--- src/rtl/aio_pkg.sv ---
package aio_pkg;
   // Register offsets; the bench and the brief rely on these values.
   localparam int OFS_P1    = 0;
   localparam int OFS_P2    = 1;
   localparam int OFS_BIDIR = 2;
   localparam int OFS_MISC  = 3;
   localparam int OFS_SVC   = 4;
   localparam int OFS_DIP1  = 5;
   localparam int OFS_DIP2  = 6;
   localparam int OFS_BANK  = 7;
   localparam int OFS_CTL   = 8;

   localparam int CTL_W = 3;

   typedef struct packed {
      logic vid2_en;   // bit 2
      logic show;      // bit 1, ORed into blank
      logic drive;     // bit 0, connector direction
   } ctl_t;
endpackage

--- src/rtl/aio_regs.sv ---
module aio_regs
   import aio_pkg::*;
#(
   parameter int PORT_W = 8,
   parameter int ADDR_W = 5
) (
   input  logic              clk,
   input  logic              rst_n,
   input  logic              wr_en,
   input  logic [ADDR_W-1:0] addr,
   input  logic [PORT_W-1:0] wdata,
   output logic [PORT_W-1:0] bidir_q,
   output logic [PORT_W-1:0] misc_q,
   output logic [PORT_W-1:0] bank_q,
   output ctl_t              ctl_q
);
   localparam logic [ADDR_W-1:0] A_BIDIR = ADDR_W'(OFS_BIDIR);
   localparam logic [ADDR_W-1:0] A_MISC  = ADDR_W'(OFS_MISC);
   localparam logic [ADDR_W-1:0] A_BANK  = ADDR_W'(OFS_BANK);
   localparam logic [ADDR_W-1:0] A_CTL   = ADDR_W'(OFS_CTL);

   logic hit_bidir, hit_misc, hit_bank, hit_ctl;

   always_comb begin
      hit_bidir = wr_en && (addr == A_BIDIR);
      hit_misc  = wr_en && (addr == A_MISC);
      hit_bank  = wr_en && (addr == A_BANK);
      hit_ctl   = wr_en && (addr == A_CTL);
   end

   always_ff @(posedge clk or negedge rst_n) begin
      if (!rst_n) begin
         bidir_q <= '0;
         misc_q  <= '0;
         bank_q  <= '0;
         ctl_q   <= '0;
      end else begin
         if (hit_bidir) bidir_q <= wdata;
         if (hit_misc)  misc_q  <= wdata;
         if (hit_bank)  bank_q  <= wdata;
         if (hit_ctl)   ctl_q   <= ctl_t'(wdata[CTL_W-1:0]);
      end
   end

   AST_CTL_HOLD: assert property (@(posedge clk) disable iff (!rst_n)
      !(wr_en && addr == A_CTL) |=> $stable(ctl_q));
   AST_MISC_HOLD: assert property (@(posedge clk) disable iff (!rst_n)
      !(wr_en && addr == A_MISC) |=> $stable(misc_q));
   AST_BANK_HOLD: assert property (@(posedge clk) disable iff (!rst_n)
      !(wr_en && addr == A_BANK) |=> $stable(bank_q));
endmodule

--- src/rtl/aio_meter.sv ---
module aio_meter #(
   parameter int NUM_METERS = 2
) (
   input  logic                  clk,
   input  logic                  rst_n,
   input  logic [NUM_METERS-1:0] lvl,
   output logic [NUM_METERS-1:0] pulse
);
   for (genvar i = 0; i < NUM_METERS; i++) begin : g_meter
      logic prev_q;
      always_ff @(posedge clk or negedge rst_n) begin
         if (!rst_n) prev_q <= 1'b0;
         else        prev_q <= lvl[i];
      end
      assign pulse[i] = lvl[i] & ~prev_q;

      AST_PULSE_SINGLE: assert property (@(posedge clk) disable iff (!rst_n)
         pulse[i] |=> !pulse[i]);
      AST_PULSE_LEVEL: assert property (@(posedge clk) disable iff (!rst_n)
         pulse[i] |-> lvl[i]);
   end
endmodule

--- src/rtl/aio_tilebank.sv ---
module aio_tilebank #(
   parameter int PORT_W = 8
) (
   input  logic              [PORT_W-1:0] bank_reg,
   input  logic                           sel,
   input  logic                           text,
   output logic [PORT_W/2-2:0]            bank
);
   localparam int NIB_W = PORT_W / 2;

   logic [NIB_W-1:0] nib;

   always_comb begin
      nib  = (sel && !text) ? bank_reg[PORT_W-1:NIB_W] : bank_reg[NIB_W-1:0];
      bank = nib[NIB_W-1] ? '0 : nib[NIB_W-2:0];
   end
endmodule

--- src/rtl/arcade_io_ctrl.sv ---
module arcade_io_ctrl
   import aio_pkg::*;
#(
   parameter int PORT_W     = 8,
   parameter int ADDR_W     = 5,
   parameter int NUM_METERS = 2
) (
   input  logic                    clk,
   input  logic                    rst_n,
   input  logic                    bus_wr,
   input  logic [ADDR_W-1:0]       bus_addr,
   input  logic [PORT_W-1:0]       bus_wdata,
   output logic [PORT_W-1:0]       bus_rdata,
   input  logic [PORT_W-1:0]       p1_in,
   input  logic [PORT_W-1:0]       p2_in,
   input  logic [PORT_W-1:0]       svc_in,
   input  logic [PORT_W-1:0]       dip1_in,
   input  logic [PORT_W-1:0]       dip2_in,
   input  logic [PORT_W-1:0]       ext_in,
   output logic [PORT_W-1:0]       ext_out,
   output logic                    ext_dir,
   output logic [PORT_W-1:0]       misc_out,
   output logic [NUM_METERS-1:0]   meter_pulse,
   input  logic                    tgen_blank_n,
   output logic                    blank_n,
   output logic                    vid2_en,
   input  logic                    tile_sel,
   input  logic                    text_layer,
   output logic [PORT_W/2-2:0]     tile_bank
);
   localparam int BANK_W = PORT_W / 2 - 1;

   if (PORT_W < 8 || PORT_W % 2 != 0) begin : g_bad_width
      $error("PORT_W must be even and at least 8");
   end
   if (ADDR_W < 4) begin : g_bad_addr
      $error("ADDR_W must reach the control offset");
   end
   if (NUM_METERS < 1 || NUM_METERS > 2) begin : g_bad_meters
      $error("NUM_METERS must be 1 or 2");
   end

   logic [PORT_W-1:0] bidir_q, misc_q, bank_q;
   ctl_t              ctl_q;

   aio_regs #(.PORT_W(PORT_W), .ADDR_W(ADDR_W)) i_regs (
      .clk(clk), .rst_n(rst_n), .wr_en(bus_wr), .addr(bus_addr),
      .wdata(bus_wdata), .bidir_q(bidir_q), .misc_q(misc_q),
      .bank_q(bank_q), .ctl_q(ctl_q)
   );

   aio_meter #(.NUM_METERS(NUM_METERS)) i_meter (
      .clk(clk), .rst_n(rst_n), .lvl(misc_q[NUM_METERS-1:0]),
      .pulse(meter_pulse)
   );

   aio_tilebank #(.PORT_W(PORT_W)) i_bank (
      .bank_reg(bank_q), .sel(tile_sel), .text(text_layer), .bank(tile_bank)
   );

   assign ext_out  = bidir_q;
   assign ext_dir  = ctl_q.drive;
   assign misc_out = misc_q;
   assign blank_n  = ctl_q.show | tgen_blank_n;
   assign vid2_en  = ctl_q.vid2_en;

   always_comb begin
      bus_rdata = '0;
      if (bus_addr == ADDR_W'(OFS_P1))         bus_rdata = p1_in;
      else if (bus_addr == ADDR_W'(OFS_P2))    bus_rdata = p2_in;
      else if (bus_addr == ADDR_W'(OFS_BIDIR)) bus_rdata = ctl_q.drive ? bidir_q : ext_in;
      else if (bus_addr == ADDR_W'(OFS_MISC))  bus_rdata = misc_q;
      else if (bus_addr == ADDR_W'(OFS_SVC))   bus_rdata = {1'b1, svc_in[PORT_W-2:0]};
      else if (bus_addr == ADDR_W'(OFS_DIP1))  bus_rdata = dip1_in;
      else if (bus_addr == ADDR_W'(OFS_DIP2))  bus_rdata = dip2_in;
      else if (bus_addr == ADDR_W'(OFS_BANK))  bus_rdata = bank_q;
      else if (bus_addr == ADDR_W'(OFS_CTL))   bus_rdata = PORT_W'(ctl_q);
   end

   AST_SVC_TOP_BIT: assert property (@(posedge clk) disable iff (!rst_n)
      (bus_addr == ADDR_W'(OFS_SVC)) |-> bus_rdata[PORT_W-1]);
   AST_DIR_INPUT_READ: assert property (@(posedge clk) disable iff (!rst_n)
      (bus_addr == ADDR_W'(OFS_BIDIR) && !ext_dir) |-> (bus_rdata == ext_in));
   AST_TEXT_LOW_FORCE: assert property (@(posedge clk) disable iff (!rst_n)
      (text_layer && bank_q[PORT_W/2-1]) |-> (tile_bank == BANK_W'(0)));
   AST_UNMAPPED_ZERO: assert property (@(posedge clk) disable iff (!rst_n)
      (bus_addr > ADDR_W'(OFS_CTL)) |-> (bus_rdata == '0));
endmodule

--- config.mk ---
export PLATFORM = sky130hd
export DESIGN_NAME = arcade_io_ctrl
export DESIGN_NICKNAME = d
export VERILOG_FILES = /design/src/rtl/aio_pkg.sv /design/src/rtl/aio_regs.sv /design/src/rtl/aio_meter.sv /design/src/rtl/aio_tilebank.sv /design/src/rtl/arcade_io_ctrl.sv
export SDC_FILE = /design/constraint.sdc
export NUM_CORES = 1
export LEC_CHECK = 0
export BUFFER_PORTS_ARGS = -buffer_cell sky130_fd_sc_hd__buf_2
export CORE_MARGIN = 1.5
export CORE_UTILIZATION = 51
export CTS_CLUSTER_SIZE = 10
export DETAILED_ROUTE_END_ITERATION = 10
export GPL_ROUTABILITY_DRIVEN = 0
export HOLD_SLACK_MARGIN = 0.06
export PLACE_DENSITY = 0.89
export SLEW_MARGIN = 20
export SYNTH_ARGS = -nofsm -noshare
export SYNTH_HDL_FRONTEND = slang
export SYNTH_HIERARCHICAL = 1
export SYNTH_SLANG_ARGS = --single-unit
--- constraint.sdc ---
create_clock -name clk -period 4 [get_ports clk]
set_input_delay 1 -clock clk [delete_from_list [all_inputs] [get_ports clk]]
set_output_delay 1 -clock clk [all_outputs]
set_load 0.05 [all_outputs]
* Word-level counts from Yosys, hierarchy flattened
Cells that the tools add are included.
Widths: inputs -> output; s select.
** Cells by class
- Equal/unequal tests :: 8
- Multiplexer cells :: 12
- Bitwise operators :: 5
- Reductions and logical operators :: 7
** Operators by type and width (number)
- $mux 8 :: 9
- $eq 5x3->1 const B :: 4
- $eq 5x2->1 const B :: 2
- $mux 3 :: 2
- $eq 5x1->1 const B :: 1
- $eq 5x4->1 const B :: 1
- $logic_and 1x1->1 :: 5
- $logic_not 5->1 :: 1
- $mux 4 :: 1
- $and 1x1->1 :: 2
- $not 1->1 :: 2
- $logic_not 1->1 :: 1
- $or 1x1->1 :: 1
** Word-level totals
- Flip-flop bits (word level) :: 29
- Input bits :: 67
- Output and inout port bits :: 32
- Word-level logic and storage cells :: 40

* Depth between registers and ports, before layout
- Depth after elaboration :: 10
- Gate-level depth with buffers :: 8
- Depth with buffers taken out :: 5

* Hierarchy
Netlist, hierarchy kept.
** By module, submodules not included
- aio_regs :: instances 1, cells each 64, area an instance 1116.1 µm², sequential area each 675.6 µm²
- arcade_io_ctrl :: instances 1, cells each 134, area an instance 844.6 µm², sequential area each 0.0 µm²
- aio_tilebank :: instances 1, cells each 10, area an instance 81.3 µm², sequential area each 0.0 µm²
- aio_meter :: instances 1, cells each 4, area an instance 77.6 µm², sequential area each 50.0 µm²

* Least setup slack after synthesis
OpenSTA, ideal clock, no wires.
- Path kind :: input to output
- Start :: input port bus_addr[1]
- End :: output port bus_rdata[2]
- Arrival :: 2.775 ns
- Data required time :: 3.000 ns
- Slack :: 0.225 ns
- Cell stages on the path :: 6
- Buffers on the path :: 1
- Cell sequence :: buf_2 > nor4_4 > a21boi_2 > a2111oi_2 > a21oi_1 > a21oi_1
** Between the ends
- Cells in the longest elaborated chain, start to end :: 10
- Elaborated cells between the ends (all ways) :: 18
- Those cells by class :: 8 x eq/ne; 9 x mux; 1 x reduce/logical
** RTL lines
- start: declaration :: RTL line arcade_io_ctrl.sv:11 : input logic [ADDR_W-1:0] bus_addr,
- $eq 5x4->1 :: RTL line arcade_io_ctrl.sv:77 : else if (bus_addr == ADDR_W'(OFS_CTL)) bus_rdata = PORT_W'(ctl_q);
- $mux 3 :: RTL line arcade_io_ctrl.sv:77
- $mux 8 :: RTL line arcade_io_ctrl.sv:76 : else if (bus_addr == ADDR_W'(OFS_BANK)) bus_rdata = bank_q;
- $mux 8 :: RTL line arcade_io_ctrl.sv:75 : else if (bus_addr == ADDR_W'(OFS_DIP2)) bus_rdata = dip2_in;
- $mux 8 :: RTL line arcade_io_ctrl.sv:74 : else if (bus_addr == ADDR_W'(OFS_DIP1)) bus_rdata = dip1_in;
- $mux 8 :: RTL line arcade_io_ctrl.sv:73 : else if (bus_addr == ADDR_W'(OFS_SVC)) bus_rdata = {1'b1, svc_in[PORT_W-2:0]};
- $mux 8 :: RTL line arcade_io_ctrl.sv:72 : else if (bus_addr == ADDR_W'(OFS_MISC)) bus_rdata = misc_q;
- $mux 8 :: RTL line arcade_io_ctrl.sv:71 : else if (bus_addr == ADDR_W'(OFS_BIDIR)) bus_rdata = ctl_q.drive ? bidir_q : ext_in;
- $mux 8 :: RTL line arcade_io_ctrl.sv:70 : else if (bus_addr == ADDR_W'(OFS_P2)) bus_rdata = p2_in;
- $mux 8 (*) :: RTL line arcade_io_ctrl.sv:69 : if (bus_addr == ADDR_W'(OFS_P1)) bus_rdata = p1_in;
- end: declaration :: RTL line arcade_io_ctrl.sv:13 : output logic [PORT_W-1:0] bus_rdata,
Every way passes the cells marked *; elsewhere a longest branch is shown, timed or not.

* Worst setup path in the final report
- Start :: input port bus_addr[1]
- End :: output port bus_rdata[3]
** Between the ends
- Cells in the longest elaborated chain, start to end :: 9
- Elaborated cells between the ends (all ways) :: 16
- Those cells by class :: 7 x eq/ne; 8 x mux; 1 x reduce/logical
** RTL lines (RTL line)
- $eq 5x3->1 :: arcade_io_ctrl.sv:76
- $mux 8 :: arcade_io_ctrl.sv:76
- $mux 8 :: arcade_io_ctrl.sv:75
- $mux 8 :: arcade_io_ctrl.sv:74
- $mux 8 :: arcade_io_ctrl.sv:73
- $mux 8 :: arcade_io_ctrl.sv:72
- $mux 8 :: arcade_io_ctrl.sv:71
- $mux 8 :: arcade_io_ctrl.sv:70
- $mux 8 (*) :: arcade_io_ctrl.sv:69
Marks and branches as above.

==> impl_metrics.toml <==
[outcome]
status = "completed"

[cts]
clock_latency_ns = 0.28
cts_setup_buffers = 0
cts.sinks = 29
clkTransAtPathRegs_ns = 0.06
cts_tree = "done"
postCtsResizedCells = 0
cts_hold_buf = 0
cts_max_level = 2
cts_root_buf = "clkbuf_8"
cts_buffers = 5
clk_path_buf_depth = 2

[sta]
setup_viol = 0
worst_slack_ns = 0.332
relSlewSlack = 0.489
maxSlewViolCount = 0
period_share = 0.917
rsz0062_at_grt = "no"
hold_viol = 0
fin_worst_skew_ns = 0.000229
setup_tns_ns = 0
fin_crit_ns = 3.67
tightest_slew_ns = 0.761
fmax_mhz = 273

[final_layout]
finalCoreUtilization = 0.683
n_antenna_cell = 0
ff_latch_area_um2 = 726
area_growth_pct = 28.8
final_cell_mix = "97 x buf_2, 29 x dfrtp_1, 25 x mux2_2, 19 x nand2_1, 14 x o21ai_0"
layout_commonest_cell = "buf_2"
nets = 375
fin_area_mm2 = 0.00273
multi_input_area_mm2 = 0.00131
drive_above_1_share = 0.500
fillCellCount = 324

[synth]
synth-async-reset-ratio = 1.00
yosysUniqueCellTypes = 42
yosys_register_bits = 29
ys.warnings.count = 6
synth-edff-count = 0
syn_area_per_cell_um2 = 10.0
synthCells = 212
synth_ff_type = "dfrtp_1"
yosysSeqAreaShare = 0.342
syn-num-nets = 279
syn_area_mm2 = 0.00212

[placement]
placed_cell_area_mm2 = 0.00264
numPortBuffers = 97
hpwl_mm = 4.67
pre_cts_ws_ns = 0.447

[power_and_ir_drop]
cellPowerDensity_mw_per_mm2 = 410
pwr-share-seq = 0.368
power.leakage_uw = 0.00134
p_int_uw = 653
combPwrFrac = 0.415
switchingPower_uw = 466
pwr-share-clk = 0.217
swShare = 0.416
irDropWorstVdd_v = 0.000316

[detailed_routing]
drc_errors = 0
dr.first_iter.drc_count = 214
drt_pass1_iterations = 4
antenna_left = 0
num_vias = 2139
wire_per_inst_um = 17.5
routed_wl_mm = 6.28
via_per_inst = 5.97

[critical_path]
critPathMaxFanout = 22
worst_path_max_delay_cell = "mux2_2"
worst-path-buf-inv = 3
criticalPathCategory = "in2out"
reg2reg_from = "i_regs/ctl_q[0]"
crit_required_ns = 3.00
start_kind = "input port"
setup.worst_path.start = "bus_addr[1]"
crit_family = "buffers and inverters"
path_cells = "buf_2, buf_4, mux2_2, nand2_1, o21ai_0, o21ai_0, a21oi_1, buf_2"
critPathArrivalTime_ns = 2.67
slowest_delay_ns = 0.34
cp-end-kind = "primary output"

[die]
row_count = 23
start_util = 0.530
die_area_mm2 = 0.00455
ios = 99
core-area_mm2 = 0.00400
die_h_um = 67.5
dieWidth_um = 67.5

[global_routing]
track_usage = 0.288
grt_pass1_wl_mm = 9.67
first_global_vias = 2023
overflow = 0
antenna_found_initial = 0
grt_max_degree = 30

[min_path]
min_from = "i_regs/misc_q[1]"
timing.hold.worst.class = "reg2reg"

[run]
drv_cap = 0
==> per-layer routing <==
metal,vias to the layer above,track usage,share of wire
li1,977,-,-
met1,1021,0.384,0.40
met2,121,0.456,0.48
met3,20,0.0517,0.093
met4,0,0.125,0.028
met5,-,0,0
==> worst paths after layout <==
| check | endpoint | slack [ns] | cells past startpoint |
|---|---|---|---|
| min reg2reg | i_meter/g_meter[1].prev_q | 0.47 | 0 |
| min | i_meter/g_meter[1].prev_q | 0.47 | 0 |
| min in group asynchronous | i_regs/bidir_q[5] | 0.75 | 1 |
| max in group asynchronous | i_meter/g_meter[1].prev_q | 2.83 | 1 |
| max reg2reg | i_regs/ctl_q[0] | 2.90 | 1 |
| max | bus_rdata[3] | 0.33 | 8 |
==> flip-flops by register name, indices dropped and copies added, names as in the netlist <==
register	cells
i_meter/g_meter.prev_q	2
i_regs/bank_q	8
i_regs/bidir_q	8
i_regs/ctl_q	3
i_regs/misc_q	8
==> cell usage after synthesis (2+ instances only) <==
cell type	number	area share
dfrtp_1	29	0.34
mux2_2	25	0.13
nand2_1	19	0.034
o21ai_0	14	0.033
a21oi_1	11	0.026
nand2b_1	10	0.030
mux2_4	8	0.057
mux2i_1	8	0.038
buf_2	7	0.017
nand3_1	7	0.017
nor2b_1	6	0.018
a22oi_1	5	0.018
nor2_1	5	0.0089
a22o_1	4	0.017
clkbuf_1	4	0.0071
inv_1	4	0.0071
o211ai_1	4	0.014
and3_1	3	0.0089
nand4bb_1	3	0.016
nor2b_4	3	0.019
nor4_4	3	0.030
o21ai_1	3	0.0071
o22ai_1	3	0.0089
a211oi_1	2	0.0071
a222oi_1	2	0.0094
buf_1	2	0.0035
o221ai_1	2	0.0083
or2_2	2	0.0059
==> kinds of logic (layout without fill, tap and decap cells) <==
family                 after synthesis  count (layout)  synth area share
buffers and inverters               18             114            0.0395
and+or+nand+nor                     69              69             0.218
DFF                                 29              29             0.342
muxes                               41              41             0.227
AOI/OAI and AO/OA                   55              55             0.172
==> layout make-up <==
cell class | count | share of cell area
inverter | 4 | 0.00550
timing repair buffer | 103 | 0.194
clock buffer | 7 | 0.0316
multi-input combinational | 165 | 0.480
sequential | 29 | 0.266
tap | 50 | 0.0229
==> stage by stage <==
step	instances	total power, µW	hold slack, ns
after floorplan	212	740	0.495
final	358	1120	0.466
after detailed placement	351	877	0.447
after global routing	358	1160	0.500
after CTS	358	1120	0.466
after global placement	351	867	0.434
==> power groups by stage <==
stage | Combinational (µW) | Clock, µW | Sequential [µW]
floorplan | 221 | 0 | 519
global placement | 454 | 0 | 412
detailed placement | 463 | 0 | 414
CTS | 465 | 243 | 410
global route | 489 | 255 | 420
finish | 464 | 243 | 411
No activity file was read; power rests on OpenSTA's default activity.
